<file path="src/rtl/dcc_pkg.sv">
package dcc_pkg;

  // engine sequencing states
  typedef enum logic [2:0] {
    ST_IDLE,
    ST_FETCH,
    ST_READ,
    ST_WRITE,
    ST_NEXT,
    ST_HOLD
  } dcc_state_e;

  // register window word offsets
  localparam logic [2:0] RA_FIRST = 3'd0;
  localparam logic [2:0] RA_CTRL  = 3'd1;
  localparam logic [2:0] RA_STAT  = 3'd2;
  localparam logic [2:0] RA_CDESC = 3'd3;
  localparam logic [2:0] RA_CBYTE = 3'd4;

  localparam int CTRL_RUN_BIT  = 0;
  localparam int STAT_BUSY_BIT = 0;

  // descriptor word indices that are fetched
  localparam int W_SRC = 0;
  localparam int W_DST = 1;
  localparam int W_CTL = 2;
  localparam int W_NXT = 3;
  localparam int W_SCR = 4;
  localparam int FETCH_WORDS = W_SCR + 1;

  // control word flag positions
  localparam int CTL_IE_BIT   = 30;
  localparam int CTL_LAST_BIT = 31;

  typedef struct packed {
    logic       init;
    logic [5:0] key;
    logic [1:0] mode;
    logic       eos;
    logic       sos;
    logic       en;
  } dcc_scr_t;

  function automatic dcc_scr_t dcc_unpack_scr(input logic [31:0] w);
    dcc_scr_t s;
    s.en   = w[0];
    s.sos  = w[1];
    s.eos  = w[2];
    s.mode = w[5:4];
    s.key  = w[13:8];
    s.init = w[16];
    return s;
  endfunction

endpackage

</file>
<file path="src/rtl/dcc_rst_sync.sv">
module dcc_rst_sync #(
  parameter int STAGES = 2
) (
  input  logic clk,
  input  logic rst_n,
  output logic rst_sync_n
);

  logic [STAGES-1:0] chain_q;

  always_ff @(posedge clk or negedge rst_n) begin
    if (!rst_n) begin
      chain_q <= '0;
    end else begin
      chain_q <= {chain_q[STAGES-2:0], 1'b1};
    end
  end

  assign rst_sync_n = chain_q[STAGES-1];

endmodule

</file>
<file path="src/rtl/dcc_regfile.sv">
module dcc_regfile
  import dcc_pkg::*;
#(
  parameter int AW  = 32,
  parameter int SZW = 25
) (
  input  logic           clk,
  input  logic           rst_n,
  input  logic           reg_wen,
  input  logic [2:0]     reg_addr,
  input  logic [31:0]    reg_wdata,
  output logic [31:0]    reg_rdata,
  input  logic           busy,
  input  logic [AW-1:0]  cur_desc,
  input  logic [SZW-1:0] cur_byte,
  output logic [AW-1:0]  first_desc,
  output logic           run
);

  logic          ld_first;
  logic          ld_ctrl;
  logic [AW-1:0] first_d;
  logic          run_d;

  always_comb begin
    ld_first = reg_wen && (reg_addr == RA_FIRST) && !busy;
    ld_ctrl  = reg_wen && (reg_addr == RA_CTRL);
    first_d  = reg_wdata[AW-1:0];
    run_d    = reg_wdata[CTRL_RUN_BIT];
  end

  always_ff @(posedge clk or negedge rst_n) begin
    if (!rst_n) begin
      first_desc <= '0;
      run        <= 1'b0;
    end else begin
      if (ld_first) first_desc <= first_d;
      if (ld_ctrl)  run        <= run_d;
    end
  end

  always_comb begin
    reg_rdata = '0;
    case (reg_addr)
      RA_FIRST: reg_rdata = 32'(first_desc);
      RA_CTRL:  reg_rdata[CTRL_RUN_BIT] = run;
      RA_STAT:  reg_rdata[STAT_BUSY_BIT] = busy;
      RA_CDESC: reg_rdata = 32'(cur_desc);
      RA_CBYTE: reg_rdata = 32'(cur_byte);
      default:  reg_rdata = '0;
    endcase
  end

endmodule

</file>
<file path="src/rtl/dcc_sequencer.sv">
module dcc_sequencer
  import dcc_pkg::*;
#(
  parameter int AW   = 32,
  parameter int SZW  = 25,
  parameter int IDXW = 3
) (
  input  logic            clk,
  input  logic            rst_n,
  input  logic            run,
  input  logic [AW-1:0]   first_desc,
  input  logic            mem_ack,
  input  logic [31:0]     mem_rdata,
  output dcc_state_e      state,
  output logic [AW-1:0]   desc_ptr,
  output logic [IDXW-1:0] widx,
  output logic [AW-1:0]   src_base,
  output logic [AW-1:0]   dst_base,
  output logic [SZW-1:0]  offset,
  output logic [31:0]     data_buf,
  output logic            busy,
  output logic            irq,
  output dcc_scr_t        scr
);

  dcc_state_e     state_q, state_d;
  logic [AW-1:0]  desc_q, desc_d;
  logic [IDXW-1:0] widx_q, widx_d;
  logic [SZW-1:0] ofs_q, ofs_d;
  logic           irq_q, irq_d;
  logic [AW-1:0]  src_q, dst_q, next_q;
  logic [SZW-1:0] size_q;
  logic           ie_q, last_q;
  dcc_scr_t       scr_q;
  logic [31:0]    dbuf_q;

  logic fetch_ack;
  logic ld_src, ld_dst, ld_ctl, ld_nxt, ld_scr, ld_buf;
  logic [SZW-1:0] ofs_inc;
  logic last_beat;

  always_comb begin
    fetch_ack = (state_q == ST_FETCH) && mem_ack;
    ld_src    = fetch_ack && (widx_q == IDXW'(W_SRC));
    ld_dst    = fetch_ack && (widx_q == IDXW'(W_DST));
    ld_ctl    = fetch_ack && (widx_q == IDXW'(W_CTL));
    ld_nxt    = fetch_ack && (widx_q == IDXW'(W_NXT));
    ld_scr    = fetch_ack && (widx_q == IDXW'(W_SCR));
    ld_buf    = (state_q == ST_READ) && mem_ack;
    ofs_inc   = ofs_q + SZW'(4);
    last_beat = (ofs_inc == size_q);
  end

  // next-state logic
  always_comb begin
    state_d = state_q;
    desc_d  = desc_q;
    widx_d  = widx_q;
    ofs_d   = ofs_q;
    irq_d   = 1'b0;
    case (state_q)
      ST_IDLE: begin
        if (run) begin
          state_d = ST_FETCH;
          desc_d  = first_desc;
          widx_d  = '0;
          ofs_d   = '0;
        end
      end
      ST_FETCH: begin
        if (mem_ack) begin
          if (!run) begin
            state_d = ST_IDLE;
          end else if (widx_q == IDXW'(FETCH_WORDS - 1)) begin
            state_d = (size_q == '0) ? ST_NEXT : ST_READ;
          end else begin
            widx_d = widx_q + IDXW'(1);
          end
        end
      end
      ST_READ: begin
        if (mem_ack) begin
          state_d = run ? ST_WRITE : ST_IDLE;
        end
      end
      ST_WRITE: begin
        if (mem_ack) begin
          ofs_d = ofs_inc;
          if (last_beat) irq_d = ie_q;
          if (!run) begin
            state_d = ST_IDLE;
          end else begin
            state_d = last_beat ? ST_NEXT : ST_READ;
          end
        end
      end
      ST_NEXT: begin
        if (!run) begin
          state_d = ST_IDLE;
        end else if (last_q) begin
          state_d = ST_HOLD;
        end else begin
          state_d = ST_FETCH;
          desc_d  = next_q;
          widx_d  = '0;
          ofs_d   = '0;
        end
      end
      ST_HOLD: begin
        if (!run) state_d = ST_IDLE;
      end
      default: state_d = ST_IDLE;
    endcase
  end

  // registers
  always_ff @(posedge clk or negedge rst_n) begin
    if (!rst_n) begin
      state_q <= ST_IDLE;
      desc_q  <= '0;
      widx_q  <= '0;
      ofs_q   <= '0;
      irq_q   <= 1'b0;
      src_q   <= '0;
      dst_q   <= '0;
      next_q  <= '0;
      size_q  <= '0;
      ie_q    <= 1'b0;
      last_q  <= 1'b0;
      scr_q   <= '0;
      dbuf_q  <= '0;
    end else begin
      state_q <= state_d;
      desc_q  <= desc_d;
      widx_q  <= widx_d;
      ofs_q   <= ofs_d;
      irq_q   <= irq_d;
      if (ld_src) src_q <= mem_rdata[AW-1:0];
      if (ld_dst) dst_q <= mem_rdata[AW-1:0];
      if (ld_ctl) begin
        size_q <= mem_rdata[SZW-1:0];
        ie_q   <= mem_rdata[CTL_IE_BIT];
        last_q <= mem_rdata[CTL_LAST_BIT];
      end
      if (ld_nxt) next_q <= mem_rdata[AW-1:0];
      if (ld_scr) scr_q  <= dcc_unpack_scr(mem_rdata);
      if (ld_buf) dbuf_q <= mem_rdata;
    end
  end

  always_comb begin
    state    = state_q;
    desc_ptr = desc_q;
    widx     = widx_q;
    src_base = src_q;
    dst_base = dst_q;
    offset   = ofs_q;
    data_buf = dbuf_q;
    busy     = (state_q != ST_IDLE) && (state_q != ST_HOLD);
    irq      = irq_q;
    scr      = scr_q;
  end

endmodule

</file>
<file path="src/rtl/dcc_addrgen.sv">
module dcc_addrgen
  import dcc_pkg::*;
#(
  parameter int AW   = 32,
  parameter int SZW  = 25,
  parameter int IDXW = 3
) (
  input  dcc_state_e      state,
  input  logic [AW-1:0]   desc_ptr,
  input  logic [IDXW-1:0] widx,
  input  logic [AW-1:0]   src_base,
  input  logic [AW-1:0]   dst_base,
  input  logic [SZW-1:0]  offset,
  input  logic [31:0]     data_buf,
  output logic            mem_req,
  output logic            mem_we,
  output logic [AW-1:0]   mem_addr,
  output logic [31:0]     mem_wdata
);

  logic [AW-1:0] fetch_addr;
  logic [AW-1:0] ofs_ext;

  always_comb begin
    fetch_addr = desc_ptr + AW'({widx, 2'b00});
    ofs_ext    = AW'(offset);
    mem_req    = 1'b0;
    mem_we     = 1'b0;
    mem_addr   = fetch_addr;
    mem_wdata  = data_buf;
    case (state)
      ST_FETCH: begin
        mem_req  = 1'b1;
      end
      ST_READ: begin
        mem_req  = 1'b1;
        mem_addr = src_base + ofs_ext;
      end
      ST_WRITE: begin
        mem_req  = 1'b1;
        mem_we   = 1'b1;
        mem_addr = dst_base + ofs_ext;
      end
      default: begin
        mem_req  = 1'b0;
      end
    endcase
  end

endmodule

</file>
<file path="src/rtl/dma_chain_copier.sv">
module dma_chain_copier
  import dcc_pkg::*;
#(
  parameter int AW  = 32,
  parameter int SZW = 25
) (
  input  logic          clk,
  input  logic          rst_n,
  input  logic          reg_wen,
  input  logic [2:0]    reg_addr,
  input  logic [31:0]   reg_wdata,
  output logic [31:0]   reg_rdata,
  output logic          mem_req,
  output logic          mem_we,
  output logic [AW-1:0] mem_addr,
  output logic [31:0]   mem_wdata,
  input  logic          mem_ack,
  input  logic [31:0]   mem_rdata,
  output logic          irq,
  output logic          scr_en,
  output logic          scr_sos,
  output logic          scr_eos,
  output logic [1:0]    scr_mode,
  output logic [5:0]    scr_key,
  output logic          scr_init
);

  localparam int IDXW = $clog2(FETCH_WORDS);

  logic            rst_sync_n;
  logic            busy;
  logic            run;
  logic [AW-1:0]   first_desc;
  dcc_state_e      state;
  logic [AW-1:0]   desc_ptr;
  logic [IDXW-1:0] widx;
  logic [AW-1:0]   src_base;
  logic [AW-1:0]   dst_base;
  logic [SZW-1:0]  offset;
  logic [31:0]     data_buf;
  dcc_scr_t        scr;

  dcc_rst_sync #(.STAGES(2)) u_rst (
    .clk        (clk),
    .rst_n      (rst_n),
    .rst_sync_n (rst_sync_n)
  );

  dcc_regfile #(.AW(AW), .SZW(SZW)) u_regs (
    .clk        (clk),
    .rst_n      (rst_sync_n),
    .reg_wen    (reg_wen),
    .reg_addr   (reg_addr),
    .reg_wdata  (reg_wdata),
    .reg_rdata  (reg_rdata),
    .busy       (busy),
    .cur_desc   (desc_ptr),
    .cur_byte   (offset),
    .first_desc (first_desc),
    .run        (run)
  );

  dcc_sequencer #(.AW(AW), .SZW(SZW), .IDXW(IDXW)) u_seq (
    .clk        (clk),
    .rst_n      (rst_sync_n),
    .run        (run),
    .first_desc (first_desc),
    .mem_ack    (mem_ack),
    .mem_rdata  (mem_rdata),
    .state      (state),
    .desc_ptr   (desc_ptr),
    .widx       (widx),
    .src_base   (src_base),
    .dst_base   (dst_base),
    .offset     (offset),
    .data_buf   (data_buf),
    .busy       (busy),
    .irq        (irq),
    .scr        (scr)
  );

  dcc_addrgen #(.AW(AW), .SZW(SZW), .IDXW(IDXW)) u_agen (
    .state      (state),
    .desc_ptr   (desc_ptr),
    .widx       (widx),
    .src_base   (src_base),
    .dst_base   (dst_base),
    .offset     (offset),
    .data_buf   (data_buf),
    .mem_req    (mem_req),
    .mem_we     (mem_we),
    .mem_addr   (mem_addr),
    .mem_wdata  (mem_wdata)
  );

  always_comb begin
    scr_en   = scr.en;
    scr_sos  = scr.sos;
    scr_eos  = scr.eos;
    scr_mode = scr.mode;
    scr_key  = scr.key;
    scr_init = scr.init;
  end

endmodule

</file>
<file path="config.mk">
export PLATFORM = sky130hd
export DESIGN_NAME = dma_chain_copier
export DESIGN_NICKNAME = d
export VERILOG_FILES = /design/src/rtl/dcc_pkg.sv /design/src/rtl/dcc_rst_sync.sv /design/src/rtl/dcc_regfile.sv /design/src/rtl/dcc_sequencer.sv /design/src/rtl/dcc_addrgen.sv /design/src/rtl/dma_chain_copier.sv
export SDC_FILE = /design/constraint.sdc
export NUM_CORES = 1
export LEC_CHECK = 0
export BUFFER_PORTS_ARGS = -buffer_cell sky130_fd_sc_hd__buf_2
export CAP_MARGIN = 20
export CORE_ASPECT_RATIO = 1.25
export CORE_MARGIN = 2
export CORE_UTILIZATION = 59
export DETAILED_ROUTE_END_ITERATION = 8
export PLACE_DENSITY = 0.79
export SLEW_MARGIN = 20
export SYNTH_ARGS = -nofsm -noshare
export SYNTH_HDL_FRONTEND = slang
export SYNTH_SLANG_ARGS = --single-unit
</file>
<file path="constraint.sdc">
create_clock -name clk -period 10.4 [get_ports clk]
set_input_delay 0.52 -clock clk [delete_from_list [all_inputs] [get_ports clk]]
set_output_delay 0.52 -clock clk [all_outputs]
set_load 0.1 [all_outputs]
</file>
==> results of run 1 <==
==> final cells by class <==
| type | count | area share |
|---|---|---|
| multi-input cells | 1069 | 0.458 |
| flip-flops and latches | 264 | 0.396 |
| repair buffers | 200 | 0.0637 |
| clock buffers | 35 | 0.0441 |
| well taps | 330 | 0.0247 |
| clock inverters | 12 | 0.00742 |
| inverters | 25 | 0.00562 |
==> through the flow <==
step / worst slack [ns] / total power, uW / cells / instance area (um2)
floorplan: 2.50 / 4250 / 1447 / 14700
global placement: 5.68 / 4780 / 1886 / 15800
detailed placement: 5.57 / 4850 / 1887 / 15800
CTS: 5.01 / 5820 / 1935 / 16700
global route: 4.60 / 6090 / 1935 / 16700
finish: 4.87 / 5820 / 1935 / 16700
==> final timing paths <==
check / startpoint / endpoint / slack (ns) / cells after the start
worst max-delay path: u_seq.state[0] / mem_addr[20] / 4.87 / 14
worst min-delay path: reg_wdata[24] / u_regs.first_desc[24] / 0.21 / 2
worst max register to register: u_seq.state[0] / u_seq.offset[14] / 7.02 / 7
worst min register to register: u_rst.chain_q[0] / u_rst.chain_q[1] / 0.36 / 0
max in group asynchronous: u_rst.chain_q[1] / u_seq.src_base[12] / 7.76 / 2
min in group asynchronous: rst_n / u_rst.chain_q[0] / 0.30 / 2
==> repair_timing <==
action,CTS,global route
hold buffers,1,0
endpoints found under the hold margin,2,0
gates resized for setup,0,0
buffers inserted,0,0
==> registers in the layout, summed over array words and instances (netlist names), 3 cells and up <==
| name | cells |
|---|---|
| u_seq.data_buf | 32 |
| u_seq.dst_base | 32 |
| u_seq.widx | 3 |
| u_seq.offset | 23 |
| u_seq.desc_ptr | 32 |
| u_seq.next_q | 32 |
| u_regs.first_desc | 32 |
| u_seq.state | 3 |
| u_seq.scr | 12 |
| u_seq.size_q | 25 |
| u_seq.src_base | 32 |
==> metal layers <==
metal / vias up / wire length (um) / share of wire / GRT usage
li1: 5461 / - / - / -
met1: 5965 / 17000 / 0.41 / 0.414
met2: 511 / 20500 / 0.49 / 0.534
met3: 83 / 2860 / 0.068 / 0.0443
met4: 0 / 1480 / 0.035 / 0.106
met5: - / 0 / 0 / 0
==> kinds of logic after synthesis <==
family	share of synthesized area
xor gates and xnor gates	0.0459
AOI/OAI and AO/OA	0.125
muxes	0.183
DFF	0.449
adders and majority gates	0.0294
and+or+nand+nor	0.135
buffers and inverters	0.0325
other	0.000511
==> placed cells by master, fill, tap and decap left out, types with 3 or more instances in the layout <==
cell / netlist / final
a21o_1: 11 / 11
and3_1: 9 / 9
o21ai_0: 123 / 123
clkinvlp_4: 0 / 4
nand2b_1: 7 / 7
mux2i_1: 42 / 42
xnor2_1: 44 / 44
o211ai_1: 5 / 5
o31ai_1: 14 / 14
a22oi_1: 32 / 32
a211oi_1: 7 / 7
ha_1: 33 / 33
mux2_2: 201 / 201
nor3_1: 16 / 16
clkinv_2: 0 / 5
buf_2: 13 / 181
o41ai_1: 3 / 3
a21oi_1: 51 / 51
clkbuf_16: 0 / 27
xor2_1: 33 / 33
nand3_1: 35 / 33
clkbuf_1: 54 / 5
nand2_1: 212 / 212
a31oi_1: 9 / 9
and2_1: 8 / 7
nor2_1: 60 / 58
nor4_1: 11 / 11
dfrtp_1: 264 / 263
and4_1: 8 / 8
nand4_1: 20 / 20
or3_1: 5 / 5
buf_4: 2 / 17
inv_1: 24 / 24
clkbuf_8: 0 / 3
o21bai_1: 8 / 8
==> power breakdown <==
group          switching, uW  internal (uW)
clock network            407            547
registers                375           1460
logic                   2200            832
total                   2980           2840
==> worst max-delay path: stages, from the launching register on <==
cell	delay (ns)
dfrtp_1	0.68
nand3b_1	0.17
clkinv_1	0.14
buf_4	0.35
nand2_1	0.09
nand2_1	0.07
ha_1	0.27
a21o_1	0.20
a21oi_1	0.24
a21boi_0	0.60
o21bai_1	0.24
a21oi_1	0.25
o211ai_1	0.16
a311oi_1	0.46
buf_2	0.51
==> results summary, run 1 <==
The flow ran to the end, and the final reports show no timing, DRC or antenna violations. The critical path arrival is 5.01 ns. The clock latency at the later pin of the worst-skew pair is 0.54 ns.

The pin slew with the least headroom to its limit is 1.05 ns. The sequential area share after synthesis is 0.449. The cell count after synthesis came out at approximately 1400. Setup repair after global routing left no endpoint under its margin.

The clock tree skew after final layout is around 0.011 ns. Of the cells placed in the final design, the portion with a size suffix greater than 1 is 0.294. After detailed routing, the number of remaining DRC violations is 0. between 150 and 200 I/O pins were placed. Of all flip-flops after synthesis, the portion carrying an async set or reset was 1.00. The top cell type's share of synthesized area came out at 0.449.

The routed wirelength normalized by instance count is 21.6 um. The mapped cell area is between 10000 and 15000 um2. The count of distinct cell types in the synthesized netlist is 83. The commonest cells after synthesis are dfrtp_1, nand2_1, mux2_2, o21ai_0, nor2_1. In the final timing run, aggregate negative setup slack is 0 ns.

The sequential cell area is 6610 um2. The static leakage came out at 0.00762 uW. In this run the worst hold path is classified as in2reg. The maximum root-to-sink buffer count is 3. Clock tree synthesis found a total of between 200 and 300 sinks.

The final weighted congestion in routability-driven placement is 0.945. In this run the remaining antenna-violating nets after routing total 0. Relative to the synthesized area, the layout overhead comes to 13.5%. The global-route wire length before repair came out at between 60000 and 70000 um. The critical path required time came out at 9.88 ns. The root buffer cell chosen for the clock tree is clkbuf_16. The number of warning messages in the yosys log is 0. Of the available clock period, the critical path in the final layout requires 0.532. The largest fanout on the critical path is 31.

Among all cell types in the netlist, the one instantiated most often is dfrtp_1. The kind of critical path is reg2out. The leftover overflow at the end of global routing is 0. The number of rows in the core area came out at 64. The maximum number of pins on one net before global-route repair came out at 70. The number of nets in the layout came out at about 1700. The peak supply drop came out at 426 uV. In this run the tool buffered the top-level ports with approximately 180 buffer cells.

The number of fillers in the final layout is 1894. Ranked by total cell area, the synthesized netlist is headed by dfrtp_1, mux2_2, nand2_1. The number of CTS-inserted buffers came out at 27.

The number of nets in the synthesized netlist is about 1600. The post-synthesis area per instance came out at roughly 10 um2. The total length of routed wires came out at around 42000 um.

The number of max-capacitance violations reported came out at 0. The routed layout has 12000 vias. The end-of-flow core utilization is 0.681. The number of hold-slack violations in the final timing report is 0. Detailed placement finished with a half-perimeter wire length of roughly 30000 um. The die is approximately 180 um tall. The number of antenna diodes in the final layout is 0. The clock transition at the registers of the reported paths is 0.06 ns. The flip-flop and latch count after synthesis is 264. The number of antenna violations at the first check in global routing came out at 0. The kind of capture point of the worst setup path is an output pin. The die span in x is 145 um. The number of flops mapped to enable cells by yosys came out at 0. The number of DRC markers in iteration 0 came out at around 1000.

The TritonCTS clock tree is yes. The power density over the cells is around 350 nW/um2. For this run, the leading register cell type out of synthesis is dfrtp_1. The synthesized design spends more area on one cell type than any other, namely dfrtp_1. The initial cell density of the core came out at 0.600.

The die footprint is 26200 um2. The global routing usage summed across all routing layers came out at 0.313. Hold is met by 0.209 ns. The worst setup path is launched from a flop.

The maximum clock frequency came out at roughly 0.18 GHz. In this run the number of H-tree levels came out at 1. The final setup violation count is 0. The iteration count of the initial detailed-routing pass is 5. The via count normalized by instance count came out at about 6.2.

The worst relative slew slack is 0.298. The number of pins with negative max-slew slack in the final report came to 0. The worst path needs approximately 5.5 ns of the cycle, external delays included.

The number of global-route vias before repair is between 10000 and 15000. The combined area of the multi-input logic cells is about 7700 um2. The core region area is approximately 25000 um2.
Note: power is estimated with default switching activity, not from simulation.
==> run 2, diff against run 1 <==
==> constraint.sdc (replaced) <==
create_clock -name clk -period 5.8 [get_ports clk]
set_input_delay 0.29 -clock clk [delete_from_list [all_inputs] [get_ports clk]]
set_output_delay 0.29 -clock clk [all_outputs]
set_load 0.1 [all_outputs]
==> run 2 against run 1 <==
  * Total power up 86%
  * Cell count up 1.8%
  * Die area unchanged
  * Critical path depth down 1
  * Critical endpoint unchanged
  * Largest cell class unchanged
  * Cell area up 3.9%
==> results summary, run 2 (synthesized netlist as in run 1, its figures left out) <==
The clock tree skew after final layout is 0.0135 ns (was 0.0111 ns). The initial cell density of the core came to 0.600 (unchanged). The kind of capture point of the worst setup path is an output pin (unchanged). The number of max-capacitance violations reported came to 0 (unchanged). The final setup violation count is 0 (unchanged). The largest fanout on the critical path is 28 (was 31). Critical path, cell by cell: nand3b_1, clkinvlp_4, nand2_1, nand2_1, ha_1, o21ai_0, o21ai_0, a21boi_0, o21bai_1, a21oi_1, o211ai_1, a311oi_1, buf_12 (was nand3b_1, clkinv_1, buf_4, nand2_1, nand2_1, ha_1, a21o_1, a21oi_1, a21boi_0, o21bai_1, a21oi_1, o211ai_1, a311oi_1, buf_2). The number of top-level pins is 182 (unchanged). The internal power is 5380 uW (was 2840 uW). The kind of critical path is reg2out (unchanged).

The biggest cell delay along the critical path was 0.59 ns (was 0.68 ns). The via count normalized by instance count was 6.24 (was 6.21). The fraction of met3 tracks used by global routing is 0.0423 (was 0.0443).

Setup repair after global routing missed its margin: false (unchanged). The maximum root-to-sink buffer count came out at 3 (unchanged). The number of DRC markers in iteration 0 is 910 (was 972). The number of global-route vias before repair came out at 12400 (was 11700). The sort of element at the start of the critical path is a flop (unchanged). The critical path arrival is 5.06 ns (was 5.01 ns). The proportion of power drawn by flip-flops and latches is 0.307 (was 0.315). Commonest cells after routing, fill and taps aside: dfrtp_1, nand2_1, mux2_2 (unchanged).

The number of pins with negative max-slew slack in the final report came out at 0 (unchanged). The peak supply drop came out at 817 uV (was 426 uV). The cell count after placement is 1884 (was 1887). The maximum number of pins on one net before global-route repair was 185 (was 70). The iteration count of the initial detailed-routing pass is 5 (unchanged). The pin slew with the least headroom to its limit came out at 1.06 ns (was 1.05 ns). The die footprint is 26200 um2 (unchanged).

The share of total power in the clock network was 0.162 (was 0.164). The post-layout instance count excluding filler cells was 1969 (was 1935). The type of the worst min-delay path is in2reg (unchanged). The core region area came to 24500 um2 (unchanged). The clock period could shrink to approximately 5.4 ns. The end-of-flow core utilization came out at 0.708 (was 0.681). The number of hold-slack violations in the final timing report is 0 (unchanged). The total length of routed wires is 43100 um (was 41800 um).

The global-route wire length before repair came out at 68400 um (was 65200 um). The final weighted congestion in routability-driven placement is 0.943 (was 0.945). The fraction of final layout cells sized beyond drive strength 1 is 0.292 (was 0.294).

The number of vias after detailed routing came out at 12300 (was 12000). The number of CTS-inserted buffers came to 28 (was 27). The clock transition at the registers of the reported paths is 0.06 ns (about the same).

The switching power came out at 5470 uW (was 2980 uW). The proportion of total power due to net switching came out at 0.505 (was 0.512). The half-perimeter wire length of the detailed placement result came out at 29800 um (was 29500 um). The most common cell after layout, fill and taps aside is dfrtp_1 (unchanged).

The number of rows in the core area is 64 (unchanged). The leftover overflow at the end of global routing came out at 0 (unchanged). The growth of design area from synthesis to finish came out at 18.0% (was 13.5%).

The number of nets in the layout came to 1722 (was 1692). The number of setup buffers added after CTS came to 0 (unchanged). The final antenna-violating net count came out at 0 (unchanged).

The maximum clock frequency came out at between 0.15 and 0.2 GHz. The global-route layer with the greatest usage is met2 (unchanged). The final routed DRC violation total is 0 (unchanged). The portion of total power attributed to combinational logic came out at 0.531 (was 0.521). The static leakage is 0.00785 uW (was 0.00762 uW).

Of the available clock period, the critical path in the final layout requires 0.923. The power density over the cells is 626 nW/um2 (was 349 nW/um2). Status: complete, no violations (unchanged).

The met1 usage in global routing is 0.414 (about the same). The highest-delay cell along the critical path is a21boi_0 (was dfrtp_1). The worst relative slew slack came out at 0.295 (was 0.298). The routed wirelength normalized by instance count came out at 21.9 um (was 21.6 um). The TritonCTS clock tree is yes (unchanged). The number of input and output port buffers inserted came out at 181 (unchanged). The global routing usage summed across all routing layers is 0.330 (was 0.313). The critical path required time was 5.51 ns (was 9.88 ns). The height of the die came to 181 um (unchanged).

The cell at the root of the clock tree is clkbuf_16 (unchanged). The clock latency at the later pin of the worst-skew pair is 0.55 ns (was 0.54 ns). The clock sink total came out at 264 (unchanged).

The number of antenna violations at the first check in global routing is 0 (unchanged). The met2 usage came out at 0.573 (was 0.534). The count of inserted antenna diode cells is 0 (unchanged).

The count of H-tree levels built during CTS came out at 1 (unchanged). The die span in x came out at 145 um (unchanged).
[run 2: cell types whose count changed in the layout (fill, tap and decap cells not counted), sizes merged]
cell | previous run | this run
clkinv | 7 | 8
dlygate4sd3 | 1 | 32
clkbuf | 35 | 40
buf | 199 | 197
bufinv | 2 | 1
[run 2: power by group through the flow]
| stage | clock network (uW) | logic, uW | registers (uW) |
|---|---|---|---|
| 2_1_floorplan | 0 | 3490 | 4140 |
| 3_3_place_gp | 0 | 5620 | 3290 |
| 3_5_place_dp | 0 | 5700 | 3330 |
| 4_1_cts | 1780 | 5740 | 3310 |
| 5_1_grt | 1860 | 6080 | 3410 |
| 6_report | 1760 | 5760 | 3330 |
[run 2: final cells by class]
cell class,count,area (um2)
clock buffers,40,807
clock inverters,12,96.3
fillers,1819,7160
inverters,25,97.6
multi-input cells,1069,7670
flip-flops and latches,264,6610
well taps,330,413
repair buffers,229,1650
[run 2: metal layers]
| layer | vias to the layer above | part of all wire |
|---|---|---|
| li1 | 5522 | - |
| met1 | 6103 | 0.39 |
| met2 | 549 | 0.50 |
| met3 | 109 | 0.065 |
| met4 | 0 | 0.041 |
| met5 | - | 0 |
[run 2: repair_timing]
action	CTS	global route
hold endpoints to repair	34	0
gates resized for setup	0	1
hold buffers	32	0
endpoints found under the setup margin	0	4
[run 2: worst paths after layout]
| path | from | end | slack (ns) | cells past startpoint |
|---|---|---|---|---|
| worst max-delay path | u_seq.state[0] | mem_addr[20] | 0.45 | 13 |
| worst min-delay path | reg_wdata[21] | u_regs.first_desc[21] | 0.03 | 2 |
| worst max register to register | u_seq.state[0] | u_seq.offset[20] | 2.23 | 6 |
| worst min register to register | u_rst.chain_q[1] | u_seq.data_buf[4] | 0.13 | 0 |
| max in group asynchronous | u_rst.chain_q[1] | u_seq.offset[17] | 4.46 | 1 |
| min in group asynchronous | rst_n | u_rst.chain_q[1] | 0.06 | 2 |
[run 2: critical path: cells and delay by family (launching register included)]
| family | cells | cell delay (ns) |
|---|---|---|
| AO/OA/AOI/OAI | 7 | 2.34 |
| buffers and inverters | 2 | 0.71 |
| flip-flops | 1 | 0.57 |
| AND/OR/NAND/NOR | 3 | 0.54 |
| adder cells (fa/ha/maj) | 1 | 0.35 |
[run 2: metrics by stage]
stage / setup TNS, ns / setup WS (ns) / hold WS, ns / total power [uW] / cell area (um2)
4_1_cts: 0 / 0.431 / 0.00711 / 10800 / 17300
5_1_grt: 0 / 0.0980 / 0.0139 / 11400 / 17300
2_1_floorplan: -0.0168 / -0.0168 / -0.00559 / 7620 / 14700
3_3_place_gp: 0 / 1.16 / 0.0759 / 8910 / 16100
3_5_place_dp: 0 / 1.05 / 0.0775 / 9030 / 16100
6_report: 0 / 0.447 / 0.0282 / 10900 / 17300
==> run 3, diff against run 2 <==
--- a/config.mk
+++ b/config.mk
@@ -9,9 +9,9 @@
 export CAP_MARGIN = 20
 export CORE_ASPECT_RATIO = 1.25
 export CORE_MARGIN = 2
-export CORE_UTILIZATION = 59
+export CORE_UTILIZATION = 25
 export DETAILED_ROUTE_END_ITERATION = 8
-export PLACE_DENSITY = 0.79
+export PLACE_DENSITY = 0.39
 export SLEW_MARGIN = 20
 export SYNTH_ARGS = -nofsm -noshare
 export SYNTH_HDL_FRONTEND = slang
==> run 3 against run 2 <==
  * Register-to-register slack improved by 0.03 ns
  * Die area rose by 130%
  * Routed wire length rose by 24%
  * Clock-buffer cell count rose by 6
==> results summary, run 3 (synthesized netlist as in run 1, its figures left out) <==
Status: complete, no violations (unchanged). The number of top-level pins came out at 182 (unchanged). The number of nets in the layout is 1737 (was 1722).

The startpoint of the lowest-slack hold path is reg_wdata[17] (was reg_wdata[21]). The number of DRC markers in iteration 0 came to 684 (was 910). The post-route worst hold slack came out at 0.0330 ns (was 0.0282 ns). The final routed DRC violation total is 0 (unchanged). The endpoint of the most critical register-to-register path is u_seq.irq (was u_seq.offset[20]).

The sum of met3 wire segment lengths after detailed routing is 1780 um (was 2800 um). The fraction of final layout cells sized beyond drive strength 1 came out at 0.302 (was 0.292). The post-layout minimum cycle time is 5.38 ns (was 5.35 ns).

The peak supply drop was 438 uV (was 817 uV). The maximum root-to-sink buffer count is 3 (unchanged). The proportion of power drawn by flip-flops and latches was 0.290 (was 0.307). The via count normalized by instance count was 4.88 (was 6.24). The share of total power in the clock network is 0.194 (was 0.162). The internal reg-to-reg setup slack was 2.26 ns (was 2.23 ns). The type of the worst min-delay path is in2reg (unchanged).

The cell at the root of the clock tree is clkbuf_16 (unchanged). The kind of capture point of the worst setup path is an output pin (unchanged). The topmost layer with routed signal wires is met4 (unchanged). The number of vias after detailed routing came out at 11800 (was 12300).

The number of input and output port buffers inserted is 181 (unchanged). The growth of design area from synthesis to finish is 24.3% (was 18.0%). The routed wirelength normalized by instance count came out at 22.2 um (was 21.9 um). The die footprint came out at 60800 um2 (was 26200 um2). The endpoint of the worst hold-timing path is u_regs.first_desc[17] (was u_regs.first_desc[21]). The critical path required time is 5.51 ns (about the same). The final weighted congestion in routability-driven placement is 0.857 (was 0.943). The met2 routed wirelength is 27100 um (was 21600 um).

The leftover overflow at the end of global routing is 0 (unchanged). The final antenna-violating net count is 0 (unchanged). The internal power is 5800 uW (was 5380 uW).

The number of CTS-inserted buffers was 35 (was 28). The count of H-tree levels built during CTS came to 2 (was 1). The worst relative slew slack is 0.244 (was 0.295). The TritonCTS clock tree is yes (unchanged). The portion of total power attributed to combinational logic is 0.516 (was 0.531). The number of antenna violations at the first check in global routing came out at 0 (unchanged). The total routed wire length on the met1 layer came to 23200 um (was 16900 um). The initial cell density of the core was 0.253 (was 0.600). Setup repair after global routing missed its margin: false (unchanged). The total length of routed wires is 53600 um (was 43100 um). The largest fanout on the critical path came out at 17 (was 28).

The beginning of the worst register-to-register path is u_seq.offset[2] (was u_seq.state[0]). The critical path arrival is 5.09 ns (was 5.06 ns). The proportion of total power due to net switching came out at 0.495 (was 0.505). The share of the clock period used by the worst path after layout is 0.927 (was 0.923). The sort of element at the start of the critical path is a flop (unchanged). The number of fillers in the final layout came out at 6026 (was 1819). The power density over the cells is 629 nW/um2 (was 626 nW/um2). The half-perimeter wire length of the detailed placement result is 38200 um (was 29800 um). The global routing usage summed across all routing layers came out at 0.175 (was 0.330).

The final setup violation count came out at 0 (unchanged). The number of pins with negative max-slew slack in the final report is 0 (unchanged). The depth of the worst register-to-register path is 9 (was 6).

The static leakage came out at 0.00804 uW (was 0.00785 uW). The most common cell after layout, fill and taps aside is dfrtp_1 (unchanged). The core region area came out at 58200 um2 (was 24500 um2).

The global-route wire length before repair came out at 79700 um (was 68400 um). The switching power is 5690 uW (was 5470 uW). The kind of critical path is reg2out (unchanged). The maximum number of pins on one net before global-route repair came out at 134 (was 185). The cell count after placement is 2321 (was 1884). The number of hold-slack violations in the final timing report is 0 (unchanged).

The number of max-capacitance violations reported is 0 (unchanged). The height of the die came out at 275 um (was 181 um). The total power came out at 11500 uW (was 10900 uW). The count of inserted antenna diode cells was 0 (unchanged).

The pin slew with the least headroom to its limit is 1.13 ns (was 1.06 ns). The post-layout instance count excluding filler cells came out at 2412 (was 1969). The die span in x came out at 221 um (was 145 um).

Commonest cells after routing, fill and taps aside: dfrtp_1, nand2_1, mux2_2 (unchanged). The iteration count of the initial detailed-routing pass was 5 (unchanged). The number of rows in the core area is 99 (was 64). The depth of the worst hold-timing path came out at 2 (unchanged).

The number of global-route vias before repair came out at 11700 (was 12400). The clock transition at the registers of the reported paths came out at 0.06 ns (about the same). The clock latency at the later pin of the worst-skew pair is 0.55 ns (about the same). The aggregate negative setup slack came out at 0 ns (unchanged).

The clock sink total is 264 (unchanged). The maximum clock frequency was 0.186 GHz (was 0.187 GHz). The number of setup buffers added after CTS came out at 0 (unchanged). The clock tree skew after final layout is 0.0133 ns (was 0.0135 ns).
## run 3: cell count changes in the layout (fill, tap and decap cells not counted), sizes merged
cell	change
dlygate4sd3	-1
bufinv	+2
clkbuf	+6
clkinvlp	-3
clkinv	+3
buf	+9
## run 3: worst max-delay path by stage
stage | from | to | slack, ns | cells after the start
CTS | u_seq.state[0] | mem_addr[20] | 0.30 | 15
finish | u_seq.state[0] | mem_addr[20] | 0.42 | 15
detailed placement | u_seq.state[0] | mem_addr[20] | 0.92 | 15
global placement | u_seq.state[0] | mem_addr[20] | 0.95 | 15
floorplan | u_seq.state[2] | mem_addr[27] | -0.02 | 16
global route | u_seq.state[0] | mem_addr[20] | 0.04 | 15
## run 3: power by group through the flow
stage	Sequential, uW	Combinational, uW	Clock (uW)
floorplan	4140	3490	0
finish	3330	5930	2230
global placement	3360	5940	0
detailed placement	3370	5970	0
global route	3450	6280	2380
CTS	3340	6000	2310
## run 3: area by class of cell
class,count,area (um2),area share
Multi-Input combinational cell,1069,7670,0.420
Sequential cell,264,6610,0.362
Timing Repair Buffer,237,1790,0.0981
Clock buffer,46,1000,0.0547
Tap cell,757,947,0.0518
Clock inverter,14,155,0.00849
Inverter,25,93.8,0.00514
## run 3: routing by layer
layer / global-route usage / vias to the layer above
met2: 0.312 / 236
met5: 0 / -
met4: 0.0540 / 0
met3: 0.0262 / 68
li1: - / 5570
met1: 0.220 / 5891
## run 3: timing repair
action / 4_1_cts / 5_1_grt
resized for setup: 0 / 0
hold buffers: 31 / 0
hold endpoints to repair: 33 / 0
## run 3: per-stage QoR
| stage | area, um2 | util | setup slack, ns |
|---|---|---|---|
| after CTS | 18300 | 0.314 | 0.303 |
| after global placement | 16800 | 0.289 | 0.950 |
| final | 18300 | 0.314 | 0.424 |
| after global routing | 18300 | 0.314 | 0.0379 |
| after floorplan | 14700 | - | -0.0168 |
| after detailed placement | 16800 | 0.289 | 0.919 |
## run 3: critical path, cell delays in order, from the launching register on
cell	delay [ns]
dfrtp_1	0.57
nand3b_1	0.20
buf_4	0.29
clkinv_1	0.13
buf_4	0.22
nand2_1	0.08
nand2_1	0.05
ha_1	0.24
a211oi_1	0.37
o21ai_0	0.23
a21boi_0	0.66
o21bai_1	0.26
a21oi_1	0.25
o211ai_1	0.16
a311oi_1	0.57
buf_12	0.25
